`src/rtl/tct_pkg.sv`:
```
package tct_pkg;
  localparam int ADDR_W = 3;

  typedef enum logic [1:0] {
    MODE_TOGGLE_MAX = 2'b00,
    MODE_TOGGLE_CMP = 2'b01,
    MODE_PWM_MAX    = 2'b10,
    MODE_PWM_CMP    = 2'b11
  } tct_mode_e;

  localparam logic [ADDR_W-1:0] ADDR_COUNT = 3'd0;
  localparam logic [ADDR_W-1:0] ADDR_CMPA  = 3'd1;
  localparam logic [ADDR_W-1:0] ADDR_CTRL  = 3'd3;
  localparam logic [ADDR_W-1:0] ADDR_MASK  = 3'd4;
  localparam logic [ADDR_W-1:0] ADDR_FLAGS = 3'd5;

  localparam logic [1:0] CSEL_INT = 2'b01;
  localparam logic [1:0] CSEL_EXT = 2'b10;
endpackage

```
`src/rtl/tct_counter.sv`:
```
module tct_counter #(
  parameter int CNT_W = 8
) (
  input  logic             clk,
  input  logic             rst_n,
  input  logic             adv,
  input  logic             load,
  input  logic [CNT_W-1:0] load_val,
  input  logic [CNT_W-1:0] top,
  output logic [CNT_W-1:0] count,
  output logic             wrap
);
  logic [CNT_W-1:0] cnt_q;

  assign wrap  = adv && (cnt_q == top);
  assign count = cnt_q;

  always_ff @(posedge clk) begin
    if (!rst_n)     cnt_q <= '0;
    else if (load)  cnt_q <= load_val;
    else if (adv)   cnt_q <= wrap ? '0 : cnt_q + 1'b1;
  end

  // without a tick or a load the count holds
  assert_hold_R2: assert property (@(posedge clk) disable iff (!rst_n)
    (!adv && !load) |=> $stable(cnt_q));
  // the count returns to bottom after the top
  assert_wrap_R3: assert property (@(posedge clk) disable iff (!rst_n)
    (adv && !load && cnt_q == top) |=> (cnt_q == '0));
  // a load wins over a tick
  assert_load_R10: assert property (@(posedge clk) disable iff (!rst_n)
    load |=> (cnt_q == $past(load_val)));
endmodule

```
`src/rtl/tct_channel.sv`:
```
module tct_channel #(
  parameter int CNT_W = 8
) (
  input  logic             clk,
  input  logic             rst_n,
  input  logic             wr_en,
  input  logic [CNT_W-1:0] wr_val,
  input  logic             pwm,
  input  logic             adv,
  input  logic             wrap,
  input  logic [CNT_W-1:0] count,
  output logic [CNT_W-1:0] cmp_act,
  output logic             match,
  output logic             wave
);
  logic [CNT_W-1:0] buf_q, act_q;
  logic             wave_q;

  assign match   = adv && (count == act_q);
  assign cmp_act = act_q;
  assign wave    = wave_q;

  always_ff @(posedge clk) begin
    if (!rst_n) begin
      buf_q <= '0;
      act_q <= '0;
    end else begin
      if (wr_en) buf_q <= wr_val;
      if (!pwm && wr_en)   act_q <= wr_val;
      else if (pwm && wrap) act_q <= buf_q;
    end
  end

  always_ff @(posedge clk) begin
    if (!rst_n)       wave_q <= 1'b0;
    else if (pwm) begin
      if (wrap)       wave_q <= 1'b1;
      else if (match) wave_q <= 1'b0;
    end else if (match) wave_q <= ~wave_q;
  end

  // in PWM modes the active copy only moves on a wrap
  assert_act_stable_R5: assert property (@(posedge clk) disable iff (!rst_n)
    (pwm && !wrap) |=> $stable(act_q));
  // a match toggles the output in toggle modes
  assert_toggle_R6: assert property (@(posedge clk) disable iff (!rst_n)
    (!pwm && match) |=> (wave_q != $past(wave_q)));
  // a wrap sets the output, winning over a match
  assert_pwm_set_R7: assert property (@(posedge clk) disable iff (!rst_n)
    (pwm && wrap) |=> wave_q);
  assert_pwm_clr_R7: assert property (@(posedge clk) disable iff (!rst_n)
    (pwm && match && !wrap) |=> !wave_q);
endmodule

```
`src/rtl/tct_irq.sv`:
```
module tct_irq #(
  parameter int NFLG = 3
) (
  input  logic            clk,
  input  logic            rst_n,
  input  logic [NFLG-1:0] set,
  input  logic [NFLG-1:0] clr,
  input  logic [NFLG-1:0] mask,
  output logic [NFLG-1:0] flags,
  output logic            irq
);
  logic [NFLG-1:0] flg_q;

  always_ff @(posedge clk) begin
    if (!rst_n) flg_q <= '0;
    else        flg_q <= (flg_q & ~clr) | set;
  end

  assign flags = flg_q;
  assign irq   = |(flg_q & mask);

  // set beats clear
  assert_set_wins_R8: assert property (@(posedge clk) disable iff (!rst_n)
    (|set) |=> ((flg_q & $past(set)) == $past(set)));
  assert_clear_R8: assert property (@(posedge clk) disable iff (!rst_n)
    (|(clr & ~set)) |=> ((flg_q & $past(clr & ~set)) == '0));
endmodule

```
`src/rtl/tick_cmp_timer.sv`:
```
module tick_cmp_timer
  import tct_pkg::*;
#(
  parameter int CNT_W = 8
) (
  input  logic              clk,
  input  logic              rst_n,
  input  logic              tick_int_i,
  input  logic              tick_ext_i,
  input  logic              wr_valid_i,
  output logic              wr_ready_o,
  input  logic [ADDR_W-1:0] wr_addr_i,
  input  logic [CNT_W-1:0]  wr_data_i,
  output logic [CNT_W-1:0]  count_o,
  output logic [2:0]        flags_o,
  output logic              irq_o,
  output logic              wave_a_o,
  output logic              wave_b_o
);
  localparam int NCH  = 2;
  localparam int NFLG = NCH + 1;
  localparam logic [CNT_W-1:0] MAXV = '1;

  tct_mode_e        mode_q;
  logic [1:0]       csel_q;
  logic [NFLG-1:0]  mask_q;
  logic             wr_fire, ld, tick_sel, adv, wrap, pwm;
  logic [CNT_W-1:0] top, count;
  logic [CNT_W-1:0] cmp_act [NCH];
  logic [NCH-1:0]   match, wave;
  logic [NFLG-1:0]  set, clr, flags;

  assign wr_ready_o = 1'b1;
  assign wr_fire    = wr_valid_i;

  always_ff @(posedge clk) begin
    if (!rst_n) begin
      mode_q <= MODE_TOGGLE_MAX;
      csel_q <= 2'b00;
      mask_q <= '0;
    end else if (wr_fire) begin
      if (wr_addr_i == ADDR_CTRL) begin
        mode_q <= tct_mode_e'(wr_data_i[1:0]);
        csel_q <= wr_data_i[3:2];
      end
      if (wr_addr_i == ADDR_MASK) mask_q <= wr_data_i[NFLG-1:0];
    end
  end

  always_comb begin
    case (csel_q)
      CSEL_INT: tick_sel = tick_int_i;
      CSEL_EXT: tick_sel = tick_ext_i;
      default:  tick_sel = 1'b0;
    endcase
  end

  assign ld  = wr_fire && (wr_addr_i == ADDR_COUNT);
  assign adv = tick_sel && !ld;
  assign pwm = mode_q[1];
  assign top = mode_q[0] ? cmp_act[0] : MAXV;

  tct_counter #(.CNT_W(CNT_W)) u_cnt (
    .clk(clk), .rst_n(rst_n), .adv(adv), .load(ld),
    .load_val(wr_data_i), .top(top), .count(count), .wrap(wrap)
  );

  for (genvar ch = 0; ch < NCH; ch++) begin : g_ch
    localparam logic [ADDR_W-1:0] CH_ADDR = ADDR_W'(int'(ADDR_CMPA) + ch);
    tct_channel #(.CNT_W(CNT_W)) u_ch (
      .clk(clk), .rst_n(rst_n),
      .wr_en(wr_fire && (wr_addr_i == CH_ADDR)), .wr_val(wr_data_i),
      .pwm(pwm), .adv(adv), .wrap(wrap), .count(count),
      .cmp_act(cmp_act[ch]), .match(match[ch]), .wave(wave[ch])
    );
  end

  assign set = {match, wrap};
  assign clr = (wr_fire && wr_addr_i == ADDR_FLAGS) ? wr_data_i[NFLG-1:0] : '0;

  tct_irq #(.NFLG(NFLG)) u_irq (
    .clk(clk), .rst_n(rst_n), .set(set), .clr(clr),
    .mask(mask_q), .flags(flags), .irq(irq_o)
  );

  assign count_o  = count;
  assign flags_o  = flags;
  assign wave_a_o = wave[0];
  assign wave_b_o = wave[1];

  // with no source selected no flag rises
  assert_frozen_R2: assert property (@(posedge clk) disable iff (!rst_n)
    (csel_q != CSEL_INT && csel_q != CSEL_EXT) |=> ((flags & ~$past(flags)) == '0));
  // interrupt needs a flag and its mask
  assert_irq_R9: assert property (@(posedge clk) disable iff (!rst_n)
    irq_o |-> (|(flags_o & mask_q)));
  // writes are never stalled
  assert_ready_R11: assert property (@(posedge clk) disable iff (!rst_n) wr_ready_o);
endmodule

```
`config.mk`:
```
export PLATFORM = sky130hd
export DESIGN_NAME = tick_cmp_timer
export DESIGN_NICKNAME = d
export VERILOG_FILES = /design/src/rtl/tct_pkg.sv /design/src/rtl/tct_counter.sv /design/src/rtl/tct_channel.sv /design/src/rtl/tct_irq.sv /design/src/rtl/tick_cmp_timer.sv
export SDC_FILE = /design/constraint.sdc
export NUM_CORES = 1
export LEC_CHECK = 0
export BUFFER_PORTS_ARGS = -buffer_cell sky130_fd_sc_hd__buf_2
export CORE_ASPECT_RATIO = 1.1
export CORE_MARGIN = 5
export CORE_UTILIZATION = 53
export CTS_BUF_LIST = sky130_fd_sc_hd__clkbuf_4
export CTS_CLUSTER_DIAMETER = 120
export DETAILED_ROUTE_END_ITERATION = 8
export HOLD_SLACK_MARGIN = 0.15
export PLACE_DENSITY = 0.74
export SLEW_MARGIN = 25
export SYNTH_ARGS = -nofsm -noshare
export SYNTH_HDL_FRONTEND = slang
export SYNTH_SLANG_ARGS = --single-unit
```
`constraint.sdc`:
```
create_clock -name clk -period 2.3 [get_ports clk]
set_clock_uncertainty 0.1 [all_clocks]
set_input_delay 0.23 -clock clk [delete_from_list [all_inputs] [get_ports clk]]
set_output_delay 0.23 -clock clk [all_outputs]
set_load 0.1 [all_outputs]
```
==> reports/qor.yml, run 1 <==
avgViaCountPerCell: 5.561
wl_um: 6189
clk_pin_slew_worst_paths_ps: 150
max_slew.worst_pin.slew_ps: 574.8
asyncSetResetFlopFracSynth_pct: 0
grt_pass1_wl_um: 10230
period_needed_ps: 2156
setup_violations: 0
setup_ws_ps: 144.3
drive_above_1_share_pct: 22.77
dpl_cell_area_um2: 2768
synth_seq_area_share_pct: 40.55
area_growth_pct: 15.16
cp.buffers_inverters: 2
path_depth: 8
root_buffer: "clkbuf_4"
nNetsFinal: 365
run_status: "completed"
grt_max_degree: 22
final_cells: 403
synth-edff-count: 0
die_y_um: 83.00
synth_flop_cell: "dfxtp_1"
grt_overflow: 0
route.vias.total: 2241
avgRoutedWirePerCell_um: 15.36
diodes: 0
cellPowerDensity_nw_per_um2: 520.0
syn-num-nets: 320
r2r.worst_path.cells: 8
fp-row-count: 26
arrival_ps: 2340
drv_slew: 0
wl_met2_um: 2906
place_inst: 381
peakVddDrop_mv: 0.4166
postSynthAreaPerCell_um2: 8.530
cap_violations: 0
max_clock_freq_ghz: 0.4639
ioPinCount: 31
synthCells: 301
clkSinkCount: 52
drc: 0
critPathRequiredTime_ps: 2490
syn_area_um2: 2567
finalWeightedCongestion: 0.8440
antenna_found_initial: 0
ys_ff_latch: 52
grt_pass1_vias: 2100
endpoint_kind: "flop"
cts_buffer_depth: 2
postLayoutCoreUtil_pct: 63.11
critPathTopFamily: "compound AO/OA/AOI/OAI gates"
top_layer: "met4"
route.met3.wl_um: 221
place_ws_ps: 73.38
crit_chain: "inv_1 -> ha_1 -> nor3_4 -> o2111a_2 -> o211ai_4 -> buf_4 -> and3_1 -> o21a_1"
core_area_um2: 4684
setup.worst_path.start: "csel_q[0]$_SDFFE_PN0P_"
endpoint: "g_ch[0].u_ch.cmp_act[1]$_SDFFE_PN0P_"
io_buffers: 29
fin_area_um2: 2957
ys_warn_count: 0
r2r_end: "g_ch[0].u_ch.cmp_act[1]$_SDFFE_PN0P_"
start_util_pct: 54.81
cts_tree: "done"
hold_path_depth: 3
synth_top_cell_area_share_pct: 40.55
path_class: "reg -> reg"
r2r_slack_ps: 140
max_stage_delay_ps: 370
numCtsBuffers: 5
r2r_start: "csel_q[0]$_SDFFE_PN0P_"
slew_headroom_pct: 61.54
fin_crit_sh_pct: 93.73
place_hpwl_um: 4453
cp_max_fo: 14
timing.hold.ws_ps: 195.5
synth.top_cells.by_area: "dfxtp_1 41%, nand2_1 7.6%, a21oi_1 6.6%"
finalHoldViolations: 0
cellLeakagePower_nw: 1.277
setup_tns_ps: 0
ant_nets: 0
drt_first_pass_iters: 5
synth_cell_types: 51
synth_top_area_cell: "dfxtp_1"
hold_class: "in -> reg"
critPathLaunchType: "flop"
wl_met1_um: 2942
htreeDepth: 2
die_w_um: 76.36
drtIter0Drc: 121
crit_slowest_cell: "dfxtp_2"
power_mw: 1.537
rsz0062_at_grt: "no"
die_area_um2: 6338
clkLatencyLatePin_ps: 370
grtUsageTotal_pct: 19.49
-- cells in the mapped netlist, types with 3 or more instances --
master and instances:
a21oi_1 34, a22oi_1 5, a31oi_1 6, and3_1 3, buf_6 5, clkbuf_1 6
dfxtp_1 52, ha_1 3, inv_1 12, mux2i_1 17, nand2_1 52, nand3_1 9
nor2_1 15, nor3_1 3, o21a_1 4, o21ai_0 15, or2_2 3, xnor2_1 3
xor2_1 11
-- where the power goes --
part | switching (mW) | internal [mW] | total, mW
registers | 0.0173 | 0.922 | 0.939
logic | 0.124 | 0.0700 | 0.194
clock network | 0.291 | 0.113 | 0.405
-- flip-flops by register name, summed over array words and instances, names as in the netlist --
register and count:
u_irq.flags 3, g_ch.u_ch.buf_q 16, mode_q 2, g_ch.u_ch.wave 2, g_ch.u_ch.cmp_act 16, u_cnt.count 8
mask_q 3, csel_q 2
-- layout make-up --
class,instances,area [µm²]
well taps,56,70.07
repair buffers,55,360.3
inverters,12,45.04
clock inverters,3,13.76
clock buffers,5,37.54
flip-flops and latches,52,1055
multi-input cells,220,1375
fillers,426,1728
-- repair_timing --
action,in CTS,in global routing
hold endpoints to repair,39,0
endpoints found under the setup margin,0,8
buffers inserted,0,6
gates resized for setup,0,3
hold buffers,8,0
-- metal layers --
| metal | up-vias | GRT usage (%) |
|---|---|---|
| met3 | 10 | 4.004 |
| met4 | 0 | 6.359 |
| met1 | 1052 | 26.50 |
| met5 | - | 0 |
| li1 | 1141 | - |
| met2 | 38 | 30.76 |
-- worst reg2reg max path, cell delays in order (launching register included) --
cell and delay (ps):
dfxtp_2 370, inv_1 50, ha_1 340, nor3_4 230, o2111a_2 290, o211ai_4 190, buf_4 200, and3_1 150
o21a_1 150
-- how the worst min path moves through the flow --
stage | endpoint | start
after floorplan | u_cnt.count[2]$_SDFFE_PN0P_ | wr_data_i[2]
after global placement | g_ch[1].u_ch.buf_q[1]$_SDFFE_PN0N_ | g_ch[1].u_ch.buf_q[1]$_SDFFE_PN0N_
after detailed placement | g_ch[1].u_ch.buf_q[4]$_SDFFE_PN0N_ | g_ch[1].u_ch.buf_q[4]$_SDFFE_PN0N_
after CTS | g_ch[0].u_ch.cmp_act[1]$_SDFFE_PN0P_ | rst_n
after global routing | g_ch[0].u_ch.cmp_act[1]$_SDFFE_PN0P_ | rst_n
final | g_ch[0].u_ch.cmp_act[1]$_SDFFE_PN0P_ | rst_n
-- cells in the final DEF (no fill, tap or decap), types with 9 or more instances in the layout --
| cell type | instances |
|---|---|
| nor2_1 | 15 |
| inv_1 | 12 |
| buf_2 | 29 |
| dfxtp_1 | 43 |
| nand3_1 | 9 |
| xor2_1 | 11 |
| buf_4 | 18 |
| o21ai_0 | 15 |
| a21oi_1 | 34 |
| nand2_1 | 52 |
| mux2i_1 | 17 |
-- kinds of logic after synthesis --
| family | Yosys count | share of synthesized area, % |
|---|---|---|
| flops | 52 | 40.55 |
| buf+inv | 29 | 6.335 |
| simple gates | 107 | 20.71 |
| mux | 17 | 6.628 |
| fa+ha+maj | 3 | 1.462 |
| compound gates | 78 | 19.40 |
| other cells | 1 | 0.1461 |
| xor+xnor | 14 | 4.776 |
Note: power is estimated with default switching activity, not from simulation.
==> inputs of run 2 (changes only) <==
--- a/config.mk
+++ b/config.mk
@@ -14,6 +14,7 @@
 export DETAILED_ROUTE_END_ITERATION = 8
 export HOLD_SLACK_MARGIN = 0.15
 export PLACE_DENSITY = 0.74
+export REMOVE_ABC_BUFFERS = 1
 export SLEW_MARGIN = 25
 export SYNTH_ARGS = -nofsm -noshare
 export SYNTH_HDL_FRONTEND = slang
==> reports/qor.yml, run 2 (synthesis gave the netlist of run 1 again) <==
avgRoutedWirePerCell_um: 15.20
setup_ws_ps: 159.5
drive_above_1_share_pct: 20.92
drv_slew: 0
max_slew.worst_pin.slew_ps: 615.9
grt_pass1_wl_um: 10320
grt_pass1_vias: 2036
clkSinkCount: 52
period_needed_ps: 2141
route.vias.total: 2250
final_cells: 405
power_mw: 1.664
rsz0062_at_grt: "no"
grt_max_degree: 32
p_sw_share_pct: 26.35
cap_violations: 0
htreeDepth: 2
postLayoutCoreUtil_pct: 63.70
die_y_um: 83.00
core_area_um2: 4684
crit_chain: "inv_1 -> ha_1 -> nor3_2 -> o2111a_2 -> o211ai_4 -> buf_4 -> o221ai_1 -> a31oi_1"
finalWeightedCongestion: 0.8589
setup_violations: 0
cp_max_fo: 13
wl_um: 6158
clk_pin_slew_worst_paths_ps: 160
cellLeakagePower_nw: 1.287
cts_tree: "done"
grtUsageTotal_pct: 19.96
clkLatencyLatePin_ps: 370
grt_overflow: 0
critPathRequiredTime_ps: 2480
slew_headroom_pct: 58.63
final_common_cell: "nand2_1"
start_util_pct: 54.81
seq_power_share_pct: 56.5
crit_slowest_cell: "dfxtp_1"
antenna_found_initial: 0
path_class: "reg -> reg"
max_stage_delay_ps: 380
run_status: "completed"
fin_area_um2: 2984
dpl_cell_area_um2: 2755
place_ws_ps: 90.66
root_buffer: "clkbuf_4"
drtIter0Drc: 125
fp-row-count: 26
place_hpwl_um: 4497
ant_nets: 0
mostFrequentLayoutCells: "52 x nand2_1, 50 x dfxtp_1, 34 x a21oi_1"
hold_class: "in -> reg"
arrival_ps: 2320
timing.hold.ws_ps: 244.5
p_comb_share_pct: 11.5
nNetsFinal: 367
numCtsBuffers: 5
max_clock_freq_ghz: 0.4672
fin_crit_sh_pct: 93.07
peakVddDrop_mv: 0.3098
drc: 0
endpoint_kind: "flop"
area_growth_pct: 16.23
setup_tns_ps: 0
place_inst: 381
critPathLaunchType: "flop"
diodes: 0
io_buffers: 29
drt_first_pass_iters: 5
die_w_um: 76.36
ioPinCount: 31
cts_buffer_depth: 2
die_area_um2: 6338
avgViaCountPerCell: 5.556
cellPowerDensity_nw_per_um2: 557.5
p_clk_share_pct: 32.0
fill_cells: 424
switchingPower_mw: 0.4383
p_int_mw: 1.225
finalHoldViolations: 0
## run 2: changes by cell type in the layout (fill, tap and decap cells not counted), sizes merged
cell / delta
clkinv: -3
buf: +1
bufinv: +1
clkinvlp: +1
dlygate4sd3: +1
inv: +1
## run 2: critical path: cells and delay by family (launching register included)
kind                       cells  cell delay [ps]
DFF                            1              380
and+or+nand+nor                1              270
buffers and inverters          2              260
adders and majority gates      1              320
AOI/OAI and AO/OA              4              710
## run 2: repair_timing
action / in CTS / in global routing
setup endpoints to repair: 0 / 6
hold buffers: 9 / 0
buffers inserted: 0 / 7
resized for setup: 0 / 2
hold endpoints to repair: 43 / 0
## run 2: layout make-up
cell class              count  area [µm²]  share of cell area [%]
clock buffers               5       37.54                   1.258
clock inverters             3       46.29                   1.551
multi-input cells         220        1364                   45.70
inverters                  12       45.04                   1.509
repair buffers             57       377.9                   12.66
flip-flops and latches     52        1044                   34.97
well taps                  56       70.07                   2.348
## run 2: per-layer routing
metal	wire, µm	up-vias	GRT usage (%)
li1	-	1152	-
met1	2804	1036	26.59
met2	2907	48	31.39
met3	259	14	4.113
met4	187	0	8.108
met5	0	-	0
## run 2: worst paths after layout
| check | start | end | slack [ps] | cells after the start |
|---|---|---|---|---|
| max | csel_q[0]$_SDFFE_PN0P_ | g_ch[1].u_ch.cmp_act[5]$_SDFFE_PN0P_ | 160 | 8 |
| min | wr_addr_i[2] | u_cnt.count[2]$_SDFFE_PN0P_ | 240 | 5 |
| max reg2reg | csel_q[0]$_SDFFE_PN0P_ | g_ch[1].u_ch.cmp_act[5]$_SDFFE_PN0P_ | 160 | 8 |
| min reg2reg | g_ch[0].u_ch.buf_q[7]$_SDFFE_PN0N_ | g_ch[0].u_ch.buf_q[7]$_SDFFE_PN0N_ | 370 | 2 |
## run 2: power by group through the flow
| stage | combinational, mW | sequential (mW) | clock, mW |
|---|---|---|---|
| 3_3_place_gp | 0.177 | 0.958 | 0 |
| 5_1_grt | 0.208 | 0.944 | 0.588 |
| 6_report | 0.191 | 0.940 | 0.532 |
| 4_1_cts | 0.191 | 0.940 | 0.551 |
| 3_5_place_dp | 0.180 | 0.959 | 0 |
| 2_1_floorplan | 0.0872 | 0.980 | 0 |
